**config.mk**
```make
export PLATFORM = sky130hd
export DESIGN_NAME = dbg_break_unit
export DESIGN_NICKNAME = d
export VERILOG_FILES = /design/src/rtl/dbg_brk_pkg.sv /design/src/rtl/brk_cycle_match.sv /design/src/rtl/brk_exec_track.sv /design/src/rtl/brk_channel.sv /design/src/rtl/dbg_break_unit.sv
export SDC_FILE = /design/constraint.sdc
export NUM_CORES = 1
export LEC_CHECK = 0
export BUFFER_PORTS_ARGS = -buffer_cell sky130_fd_sc_hd__buf_2
export CAP_MARGIN = 20
export CORE_AREA = 2 2 101 103
export CTS_BUF_LIST = sky130_fd_sc_hd__clkbuf_4
export DETAILED_ROUTE_END_ITERATION = 8
export DIE_AREA = 0 0 103 105
export GPL_TIMING_DRIVEN = 0
export PLACE_DENSITY_LB_ADDON = 0.1
export SETUP_SLACK_MARGIN = 0.05
export SYNTH_ARGS = -nofsm -noshare
export SYNTH_HDL_FRONTEND = slang
export SYNTH_SLANG_ARGS = --single-unit
```
**constraint.sdc**
```tcl
create_clock -name clk -period 1.4 [get_ports clk]
set_input_delay 0.28 -clock clk [delete_from_list [all_inputs] [get_ports clk]]
set_output_delay 0.28 -clock clk [all_outputs]
set_load 0.05 [all_outputs]
```
**src/rtl/dbg_brk_pkg.sv**
```systemverilog
package dbg_brk_pkg;

  // bus size codes as seen on the observation interface
  localparam logic [1:0] BSZ_BYTE = 2'd0;
  localparam logic [1:0] BSZ_WORD = 2'd1;
  localparam logic [1:0] BSZ_LONG = 2'd2;

  // size condition codes in a channel
  localparam logic [1:0] SZC_ANY = 2'd0;

  typedef struct packed {
    logic [1:0] master;  // bit0 cpu, bit1 other master
    logic [1:0] kind;    // bit0 fetch, bit1 data
    logic [1:0] dir;     // bit0 read, bit1 write
    logic [1:0] size;    // 0 any, 1 byte, 2 word, 3 long
  } brk_qual_t;

  function automatic logic size_ok(input logic [1:0] cond, input logic [1:0] bsz);
    return (cond == SZC_ANY) || (cond == bsz + 2'd1);
  endfunction

endpackage

```
**src/rtl/brk_cycle_match.sv**
```systemverilog
module brk_cycle_match
  import dbg_brk_pkg::*;
#(
  parameter int ADDR_W   = 32,
  parameter int DATA_W   = 32,
  parameter bit HAS_DATA = 1'b0
) (
  input  logic [ADDR_W-1:0] cfg_addr,
  input  brk_qual_t         cfg_qual,
  input  logic [DATA_W-1:0] cfg_dval,
  input  logic [DATA_W-1:0] cfg_dmask,
  input  logic              bus_valid,
  input  logic              bus_cpu,
  input  logic              bus_fetch,
  input  logic              bus_write,
  input  logic              bus_dummy,
  input  logic [1:0]        bus_size,
  input  logic [ADDR_W-1:0] bus_addr,
  input  logic [DATA_W-1:0] bus_data,
  output logic              fetch_hit,
  output logic              data_hit
);

  localparam int LW_LSB = 2;

  logic [ADDR_W-1:0] amask;
  logic              master_ok, dir_ok, common_ok;
  logic              fetch_addr_eq, data_addr_eq, data_ok;

  always_comb begin
    amask = '1;
    case (bus_size)
      BSZ_WORD: amask[0]   = 1'b0;
      BSZ_LONG: amask[1:0] = 2'b00;
      default:  amask      = '1;
    endcase
  end

  assign master_ok     = bus_cpu   ? cfg_qual.master[0] : cfg_qual.master[1];
  assign dir_ok        = bus_write ? cfg_qual.dir[1]    : cfg_qual.dir[0];
  assign common_ok     = bus_valid && !bus_dummy && master_ok && dir_ok &&
                         size_ok(cfg_qual.size, bus_size);
  assign fetch_addr_eq = (bus_addr[ADDR_W-1:LW_LSB] == cfg_addr[ADDR_W-1:LW_LSB]);
  assign data_addr_eq  = (((bus_addr ^ cfg_addr) & amask) == '0);

  generate
    if (HAS_DATA) begin : g_dcmp
      assign data_ok = (((bus_data ^ cfg_dval) & cfg_dmask) == '0);
    end else begin : g_nodcmp
      assign data_ok = 1'b1;
    end
  endgenerate

  assign fetch_hit = common_ok &&  bus_fetch && cfg_qual.kind[0] && fetch_addr_eq;
  assign data_hit  = common_ok && !bus_fetch && cfg_qual.kind[1] && data_addr_eq && data_ok;

endmodule

```
**src/rtl/brk_exec_track.sv**
```systemverilog
module brk_exec_track #(
  parameter int ADDR_W = 32
) (
  input  logic              clk,
  input  logic              rst_n,
  input  logic              en,
  input  logic              post,
  input  logic [ADDR_W-1:0] cfg_addr,
  input  logic              fetch_hit,
  input  logic              exec_valid,
  input  logic [ADDR_W-1:0] exec_pc,
  input  logic              exec_intok,
  output logic              exec_fire
);

  logic armed_q, armed_d;
  logic pend_q, pend_d;
  logic upd;
  logic pc_hit, fire_now, fire_pend, new_pend;

  assign pc_hit    = exec_valid && armed_q &&
                     (exec_pc[ADDR_W-1:1] == cfg_addr[ADDR_W-1:1]);
  assign fire_now  = pc_hit && !post && exec_intok;
  assign fire_pend = pend_q && exec_valid && exec_intok;
  assign new_pend  = pc_hit && (post || !exec_intok);
  assign exec_fire = en && (fire_now || fire_pend);
  assign upd       = fetch_hit || exec_valid || !en;

  always_comb begin
    armed_d = armed_q;
    pend_d  = (pend_q && !fire_pend) || new_pend;
    if (fetch_hit)   armed_d = 1'b1;
    else if (pc_hit) armed_d = 1'b0;
    if (!en) begin
      armed_d = 1'b0;
      pend_d  = 1'b0;
    end
  end

  always_ff @(posedge clk or negedge rst_n) begin
    if (!rst_n) begin
      armed_q <= 1'b0;
      pend_q  <= 1'b0;
    end else if (upd) begin
      armed_q <= armed_d;
      pend_q  <= pend_d;
    end
  end

endmodule

```
**src/rtl/brk_channel.sv**
```systemverilog
module brk_channel
  import dbg_brk_pkg::*;
#(
  parameter int ADDR_W   = 32,
  parameter int DATA_W   = 32,
  parameter bit HAS_DATA = 1'b0
) (
  input  logic              clk,
  input  logic              rst_n,
  input  logic [ADDR_W-1:0] cfg_addr,
  input  brk_qual_t         cfg_qual,
  input  logic              cfg_post,
  input  logic              cfg_en,
  input  logic              flag_clr,
  input  logic [DATA_W-1:0] cfg_dval,
  input  logic [DATA_W-1:0] cfg_dmask,
  input  logic              bus_valid,
  input  logic              bus_cpu,
  input  logic              bus_fetch,
  input  logic              bus_write,
  input  logic              bus_dummy,
  input  logic [1:0]        bus_size,
  input  logic [ADDR_W-1:0] bus_addr,
  input  logic [DATA_W-1:0] bus_data,
  input  logic              exec_valid,
  input  logic [ADDR_W-1:0] exec_pc,
  input  logic              exec_intok,
  output logic              flag
);

  logic fetch_hit, data_hit, exec_fire;
  logic flag_q, flag_d, flag_upd;

  brk_cycle_match #(
    .ADDR_W(ADDR_W), .DATA_W(DATA_W), .HAS_DATA(HAS_DATA)
  ) i_match (
    .cfg_addr (cfg_addr),
    .cfg_qual (cfg_qual),
    .cfg_dval (cfg_dval),
    .cfg_dmask(cfg_dmask),
    .bus_valid(bus_valid),
    .bus_cpu  (bus_cpu),
    .bus_fetch(bus_fetch),
    .bus_write(bus_write),
    .bus_dummy(bus_dummy),
    .bus_size (bus_size),
    .bus_addr (bus_addr),
    .bus_data (bus_data),
    .fetch_hit(fetch_hit),
    .data_hit (data_hit)
  );

  brk_exec_track #(.ADDR_W(ADDR_W)) i_track (
    .clk       (clk),
    .rst_n     (rst_n),
    .en        (cfg_en),
    .post      (cfg_post),
    .cfg_addr  (cfg_addr),
    .fetch_hit (fetch_hit && cfg_en),
    .exec_valid(exec_valid),
    .exec_pc   (exec_pc),
    .exec_intok(exec_intok),
    .exec_fire (exec_fire)
  );

  assign flag_upd = flag_clr || exec_fire || (cfg_en && data_hit);

  always_comb begin
    flag_d = flag_q && !flag_clr;
    if (exec_fire || (cfg_en && data_hit)) flag_d = 1'b1;
  end

  always_ff @(posedge clk or negedge rst_n) begin
    if (!rst_n)        flag_q <= 1'b0;
    else if (flag_upd) flag_q <= flag_d;
  end

  assign flag = flag_q;

endmodule

```
**src/rtl/dbg_break_unit.sv**
```systemverilog
module dbg_break_unit
  import dbg_brk_pkg::*;
#(
  parameter int NUM_CH = 2,
  parameter int ADDR_W = 32,
  parameter int DATA_W = 32
) (
  input  logic                           clk,
  input  logic                           rst_n,
  input  logic [NUM_CH-1:0][ADDR_W-1:0]  brk_addr,
  input  logic [NUM_CH-1:0][1:0]         brk_master,
  input  logic [NUM_CH-1:0][1:0]         brk_kind,
  input  logic [NUM_CH-1:0][1:0]         brk_dir,
  input  logic [NUM_CH-1:0][1:0]         brk_size,
  input  logic [NUM_CH-1:0]              brk_post,
  input  logic [NUM_CH-1:0]              brk_en,
  input  logic [NUM_CH-1:0]              brk_clr,
  input  logic [DATA_W-1:0]              brk_dval,
  input  logic [DATA_W-1:0]              brk_dmask,
  input  logic                           bus_valid,
  input  logic                           bus_cpu,
  input  logic                           bus_fetch,
  input  logic                           bus_write,
  input  logic                           bus_dummy,
  input  logic [1:0]                     bus_size,
  input  logic [ADDR_W-1:0]              bus_addr,
  input  logic [DATA_W-1:0]              bus_data,
  input  logic                           exec_valid,
  input  logic [ADDR_W-1:0]              exec_pc,
  input  logic                           exec_intok,
  output logic [NUM_CH-1:0]              brk_flag,
  output logic                           brk_req
);

  localparam int DATA_CH = NUM_CH - 1;

  generate
    for (genvar ch = 0; ch < NUM_CH; ch++) begin : g_ch
      brk_qual_t qual;
      assign qual = '{master: brk_master[ch], kind: brk_kind[ch],
                      dir: brk_dir[ch], size: brk_size[ch]};

      brk_channel #(
        .ADDR_W(ADDR_W), .DATA_W(DATA_W), .HAS_DATA(ch == DATA_CH)
      ) i_chan (
        .clk       (clk),
        .rst_n     (rst_n),
        .cfg_addr  (brk_addr[ch]),
        .cfg_qual  (qual),
        .cfg_post  (brk_post[ch]),
        .cfg_en    (brk_en[ch]),
        .flag_clr  (brk_clr[ch]),
        .cfg_dval  (brk_dval),
        .cfg_dmask (brk_dmask),
        .bus_valid (bus_valid),
        .bus_cpu   (bus_cpu),
        .bus_fetch (bus_fetch),
        .bus_write (bus_write),
        .bus_dummy (bus_dummy),
        .bus_size  (bus_size),
        .bus_addr  (bus_addr),
        .bus_data  (bus_data),
        .exec_valid(exec_valid),
        .exec_pc   (exec_pc),
        .exec_intok(exec_intok),
        .flag      (brk_flag[ch])
      );
    end
  endgenerate

  assign brk_req = |(brk_flag & brk_en);

endmodule

```
-- After elaboration in Yosys (flattened, before gate mapping)
Cells that the tools add are included.
- register bits: 6
- latch bits: 0
- bits in writable memories: 0
- memory bits (read-only): 0
- bits of input ports: 257
- output and inout bits: 3
- logic and storage cells: 122
- memories kept: 0
- add/subtract/negate cells: 1
- multipliers: 0
- div/mod/pow operators: 0
- order comparisons: 0
- equality and inequality tests: 10
- shifts and indexed selects: 0
- mux-type cells: 16
- bitwise gates (word level): 7
- reduce and logical (&&, ||, !) cells: 82
- operators with widths (operator ; count):
    $and A32 B32 Y32 ; 3
    $logic_not A32 Y1 ; 3
    $xor A32 B32 Y32 ; 3
    $eq A31 B31 Y1 ; 2
    $eq A30 B30 Y1 ; 2
    $logic_and A1 B1 Y1 ; 44
    $logic_or A1 B1 Y1 ; 18
    $mux W1 ; 16
    $logic_not A1 Y1 ; 11
    $ne A3 B1 Y1 const B ; 2
    $eq A2 B2 Y1 ; 2
    $logic_not A2 Y1 ; 2
    $reduce_and A2 Y1 ; 2
    $reduce_or A2 Y1 ; 2
    $add A2 B1 Y2 const B ; 1
    $and A2 B2 Y2 ; 1
    $eq A2 B1 Y1 const B ; 1
    $eq A2 B2 Y1 const B ; 1

-- Logic depth before layout (Yosys ltp)
- depth after elaboration: 12
- gate-level depth with buffers: 8
- mapped depth without buffers: 8

-- Modules after synthesis
From an unflattened synthesis, not the netlist that was laid out.
- cell total of the unflattened synthesis: 312
- area total of the unflattened synthesis: 2534.9 sq um
- by module, submodules not included (module ; times used ; cells an instance ; area each (sq um) ; seq. area each (sq um)):
    brk_exec_track ; 2 ; 65 ; 540.5 ; 50.0
    brk_cycle_match (g_ch[1].i_chan.i_match) ; 1 ; 112 ; 893.4 ; 0.0
    brk_cycle_match (g_ch[0].i_chan.i_match) ; 1 ; 59 ; 454.2 ; 0.0
    brk_channel ; 2 ; 5 ; 48.8 ; 25.0
    dbg_break_unit ; 1 ; 1 ; 8.8 ; 0.0

-- Worst setup path after synthesis
No wires, ideal clock.
- path kind: input to register
- start: input port bus_size[0]
- end: register g_ch[0].i_chan.i_track.armed_q
- library setup time: 0.065 ns
- arrival time: 1.563 ns
- required time: 1.335 ns
- path slack: -0.228 ns
- cell stages on the path: 6
- buffers on the path: 0
- cell sequence: inv_1 > ha_1 > o21ai_0 > nand4_1 > a2111oi_0 > a31o_2
- longest elaborated chain between the ends: 11
- elaborated cells between the ends (all ways): 14
- classes of those cells: add/sub (1); eq/ne (2); mux (2); reduce/logical (9)
- RTL lines (item ; RTL line ; text):
    from (decl) ; dbg_break_unit.sv:25 ; input logic [1:0] bus_size,
    $add A2 B1 Y2 (*) ; dbg_brk_pkg.sv:19 ; return (cond == SZC_ANY) || (cond == bsz + 2'd1);
    $eq A2 B2 Y1 (*) ; dbg_brk_pkg.sv:19 ;
    $logic_or A1 B1 Y1 (*) ; dbg_brk_pkg.sv:19 ;
    $logic_and A1 B1 Y1 (*) ; brk_cycle_match.sv:41 ; assign common_ok = bus_valid && !bus_dummy && master_ok && dir_ok &&
    $logic_and A1 B1 Y1 (*) (3 in a row) ; brk_cycle_match.sv:54 ; assign fetch_hit = common_ok && bus_fetch && cfg_qual.kind[0] && fetch_addr_eq;
    $logic_and A1 B1 Y1 (*) ; brk_channel.sv:59 ; .fetch_hit (fetch_hit && cfg_en),
    branches (longest 3 deep; another with $ne A3 B1 Y1) ; -- ;
    to (signal assigned) ; brk_exec_track.sv:45 ; armed_q <= armed_d;
    to (decl) ; brk_exec_track.sv:16 ; logic armed_q, armed_d;
Every way passes the cells marked *.
A chain may end at the register's enable or synchronous reset.

-- Worst setup path in the final report
- start: input port brk_addr[48] (netlist bit)
- end: register g_ch[1].i_chan.i_track.armed_q
- longest elaborated chain between the ends: 6
- elaborated cells between the ends (all ways): 11
- classes of those cells: eq/ne (3); mux (2); reduce/logical (6)
- RTL lines (item ; RTL line ; text):
    from (decl) ; dbg_break_unit.sv:10 ; input logic [NUM_CH-1:0][ADDR_W-1:0] brk_addr,
    branches (longest 6 deep; another with $eq A30 B30 Y1) ; -- ;
    to (signal assigned) ; brk_exec_track.sv:45 ;
    to (decl) ; brk_exec_track.sv:16 ;
Parallel ways; which one is timed is not known.

==> impl_metrics.json <==
{
  "fin_skew_ns": 0.00139,
  "drive_above_1_share_pct": 55.0,
  "grt_pass1_wl_um": 15400,
  "power_frac_seq_pct": 11.7,
  "yosysSeqAreaShare_pct": 6.60,
  "path_cells": "buf_2 > xnor2_2 > nand3_1 > or4_4 > nor4_4 > nand2b_1 > a21boi_1",
  "violations": "setup timing",
  "htreeDepth": 1,
  "slew-limit-headroom_pct": 76.4,
  "worstSetupPathType": "primary input to register",
  "ant_nets": 0,
  "avgSynthCellArea_um2": 8.15,
  "area_growth_pct": 82.3,
  "worst_skew_pair.late_latency_ns": 0.24,
  "routed_wl_um": 10800,
  "tightest_slew_ns": 0.350,
  "cts.path.max_buffers": 2,
  "worstPathRequired_ns": 1.53,
  "grt_max_degree": 7,
  "start_kind": "primary input",
  "dr.first_iter.drc_count": 41,
  "setup_viol": 6,
  "core-area_mm2": 0.00964,
  "wl_per_cell_um": 15.9,
  "overflow": 0,
  "yosys-top-cells-area": "xor2_1 (40%), xnor2_1 (20%), dfrtp_1 (6.6%), nand4_1 (5.8%), nor4_1 (5.5%)",
  "p_sw_uw": 594,
  "synth.top_cell.area_share_pct": 40.5,
  "synth_fp_nets": 537,
  "max-cap-violations": 0,
  "status": "finished with violations",
  "ioPinCount": 260,
  "rsz0062_at_grt": "yes",
  "grt_pass1_vias": 3349,
  "cpPeakStageDelay_ns": 0.49,
  "dpl.hpwl_um": 10000,
  "post-route-util_pct": 43.0,
  "power_density_mw_per_mm2": 358,
  "cp_num_buf_inv": 1,
  "layout_min_cycle_time_ns": 1.64,
  "synth_cell_types": 33,
  "cts-root-buf": "clkbuf_4",
  "netlist_area_mm2": 0.00227,
  "hp-class": "primary input to register",
  "slowest_stage": "or4_4",
  "fill_cells": 1037,
  "sw_frac_of_total_pct": 40.0,
  "port_buffers": 258,
  "grt_util_all_layers_pct": 18.4,
  "synth_top_area_cell": "xor2_1",
  "finalHoldViolCount": 0,
  "p_leak_uw": 0.00204,
  "p_clk_share_pct": 10.9,
  "cts_buffers": 3,
  "dieArea_mm2": 0.0108,
  "vias": 3055,
  "power_uw": 1480,
  "worstPathArrival_ns": 1.77,
  "final.setup.worst_slack_ns": -0.237,
  "post-route-period-util_pct": 117,
  "start_util_pct": 23.6,
  "first_pass_iters": 4,
  "clkSinkCount": 6,
  "rows": 36,
  "cp_max_fo": 3,
  "place.gp.congestion": 0.829,
  "antenna_found_initial": 2,
  "synthCells": 279,
  "worstSetupEndpointType": "register",
  "cts.reportedPaths.clkPinSlew_ns": 0.04,
  "worst_ir_drop_vdd_uv": 210,
  "cts_tree": "yes",
  "die_h_um": 105,
  "slew_violations": 0,
  "synth-seq-cells": 6,
  "internal-power_uw": 890,
  "max_freq_ghz": 0.611,
  "die_x_um": 103,
  "finalNetCount": 802,
  "critPathTopFamily": "simple AND/OR/NAND/NOR gates",
  "pwr-share-comb_pct": 77.4,
  "vias_per_cell": 4.52,
  "drc": 0,
  "yosys_warnings": 0
}
[timing repair]
| action | in CTS | in global routing |
|---|---|---|
| hold buffers | 1 | 0 |
| pin swaps | 23 | 15 |
| buffers inserted | 1 | 0 |
| gates cloned | 0 | 0 |
| setup endpoints to repair | 7 | 7 |
| gates resized for setup | 33 | 28 |
| hold endpoints to repair | 6 | 0 |
[worst paths after layout]
check / startpoint / to / slack (ns) / cells after the start
min in group asynchronous: rst_n / g_ch[0].i_chan.i_track.pend_q / 0.40 / 2
min: brk_kind[0] / g_ch[0].i_chan.i_track.armed_q / 0.28 / 2
max: brk_addr[48] / g_ch[1].i_chan.i_track.armed_q / -0.24 / 7
max reg2reg: g_ch[1].i_chan.i_track.armed_q / g_ch[1].i_chan.i_track.armed_q / -0.23 / 5
max in group asynchronous: rst_n / g_ch[1].i_chan.i_track.armed_q / 0.84 / 2
min reg2reg: g_ch[1].i_chan.i_track.armed_q / g_ch[1].i_chan.i_track.armed_q / 0.57 / 2
[through the flow]
step | setup TNS, ns | worst slack [ns] | hold slack [ns] | std cells | instance area, um2
finish | -0.928 | -0.237 | 0.280 | 676 | 4150
global route | -1.46 | -0.317 | 0.280 | 676 | 4150
CTS | -1.02 | -0.254 | 0.275 | 675 | 4020
detailed placement | -3.75 | -0.708 | 0.119 | 670 | 3780
global placement | -3.75 | -0.740 | 0.115 | 670 | 3780
floorplan | -0.234 | -0.0817 | -0.0156 | 279 | 2320
[logic make-up (layout without fill, tap and decap cells)]
logic type	Yosys count	after routing	share of synthesized area (%)
XOR/XNOR	158	158	60.9
flip-flops	6	6	6.60
adder cells (fa/ha/maj)	1	1	0.550
buffers and inverters	5	268	1.16
AND/OR/NAND/NOR	71	71	18.3
other	0	1	0
AO/OA/AOI/OAI	34	34	10.7
multiplexers	4	4	1.76
[flip-flops by register name (all words and copies together) (netlist names)]
signal / cells
g_ch.i_chan.flag: 2
g_ch.i_chan.i_track.pend_q: 2
g_ch.i_chan.i_track.armed_q: 2
[cell usage after synthesis]
master / n
mux2i_1: 4
nor2_1: 3
a21oi_1: 1
a22oi_1: 15
a211oi_1: 1
nand3_1: 5
and4_1: 1
nor4_1: 20
a2bb2oi_1: 1
nor3_1: 3
xnor2_1: 53
nor2b_1: 5
buf_4: 2
a21o_1: 1
nand4_1: 21
a222oi_1: 1
inv_1: 3
a22o_1: 1
a31o_2: 1
or4_1: 1
o22ai_1: 1
and3_1: 1
a21boi_0: 1
dfrtp_1: 6
nor4_2: 1
a41oi_1: 2
o21ai_0: 7
and2_1: 1
nand2b_1: 1
ha_1: 1
nand2_1: 8
xor2_1: 105
a2111oi_0: 1
[layout by cell type, fill, tap and decap left out, types with 4 or more instances in the layout]
master / n
a22oi_1: 15
buf_2: 244
buf_4: 5
buf_6: 11
dfrtp_1: 6
mux2i_1: 4
nand2_1: 8
nand3_1: 4
nand4_1: 21
nor2b_1: 5
nor4_1: 13
nor4_2: 7
o21ai_0: 4
xnor2_1: 34
xnor2_2: 15
xnor2_4: 4
xor2_1: 105
[metal layers]
metal | GRT usage (%) | wire length (um) | part of all wire (%) | vias up
li1 | - | - | - | 1531
met1 | 18.6 | 3880 | 36 | 1364
met2 | 38.0 | 5940 | 55 | 152
met3 | 3.01 | 864 | 8.0 | 8
met4 | 3.48 | 94 | 0.87 | 0
met5 | 0 | 0 | 0 | -
[layout make-up]
type                       instances  area, um2  area share (%)
tap                              133        166            4.01
multi-input combinational        268       2380            57.5
timing repair buffer             260       1390            33.6
sequential                         6        150            3.62
clock buffer                       3       22.5           0.543
inverter                           3       11.3           0.272
buffer                             2       15.0           0.362
antenna                            1       2.50          0.0604
[power groups by stage]
stage          sequential [uW]  combinational, uW  clock, uW
6_report                   174               1150        161
5_1_grt                    174               1250        177
4_1_cts                    174               1130        167
3_5_place_dp               177               1050          0
3_3_place_gp               177               1040          0
2_1_floorplan              177                433          0
(Power assumes the default switching activity.)
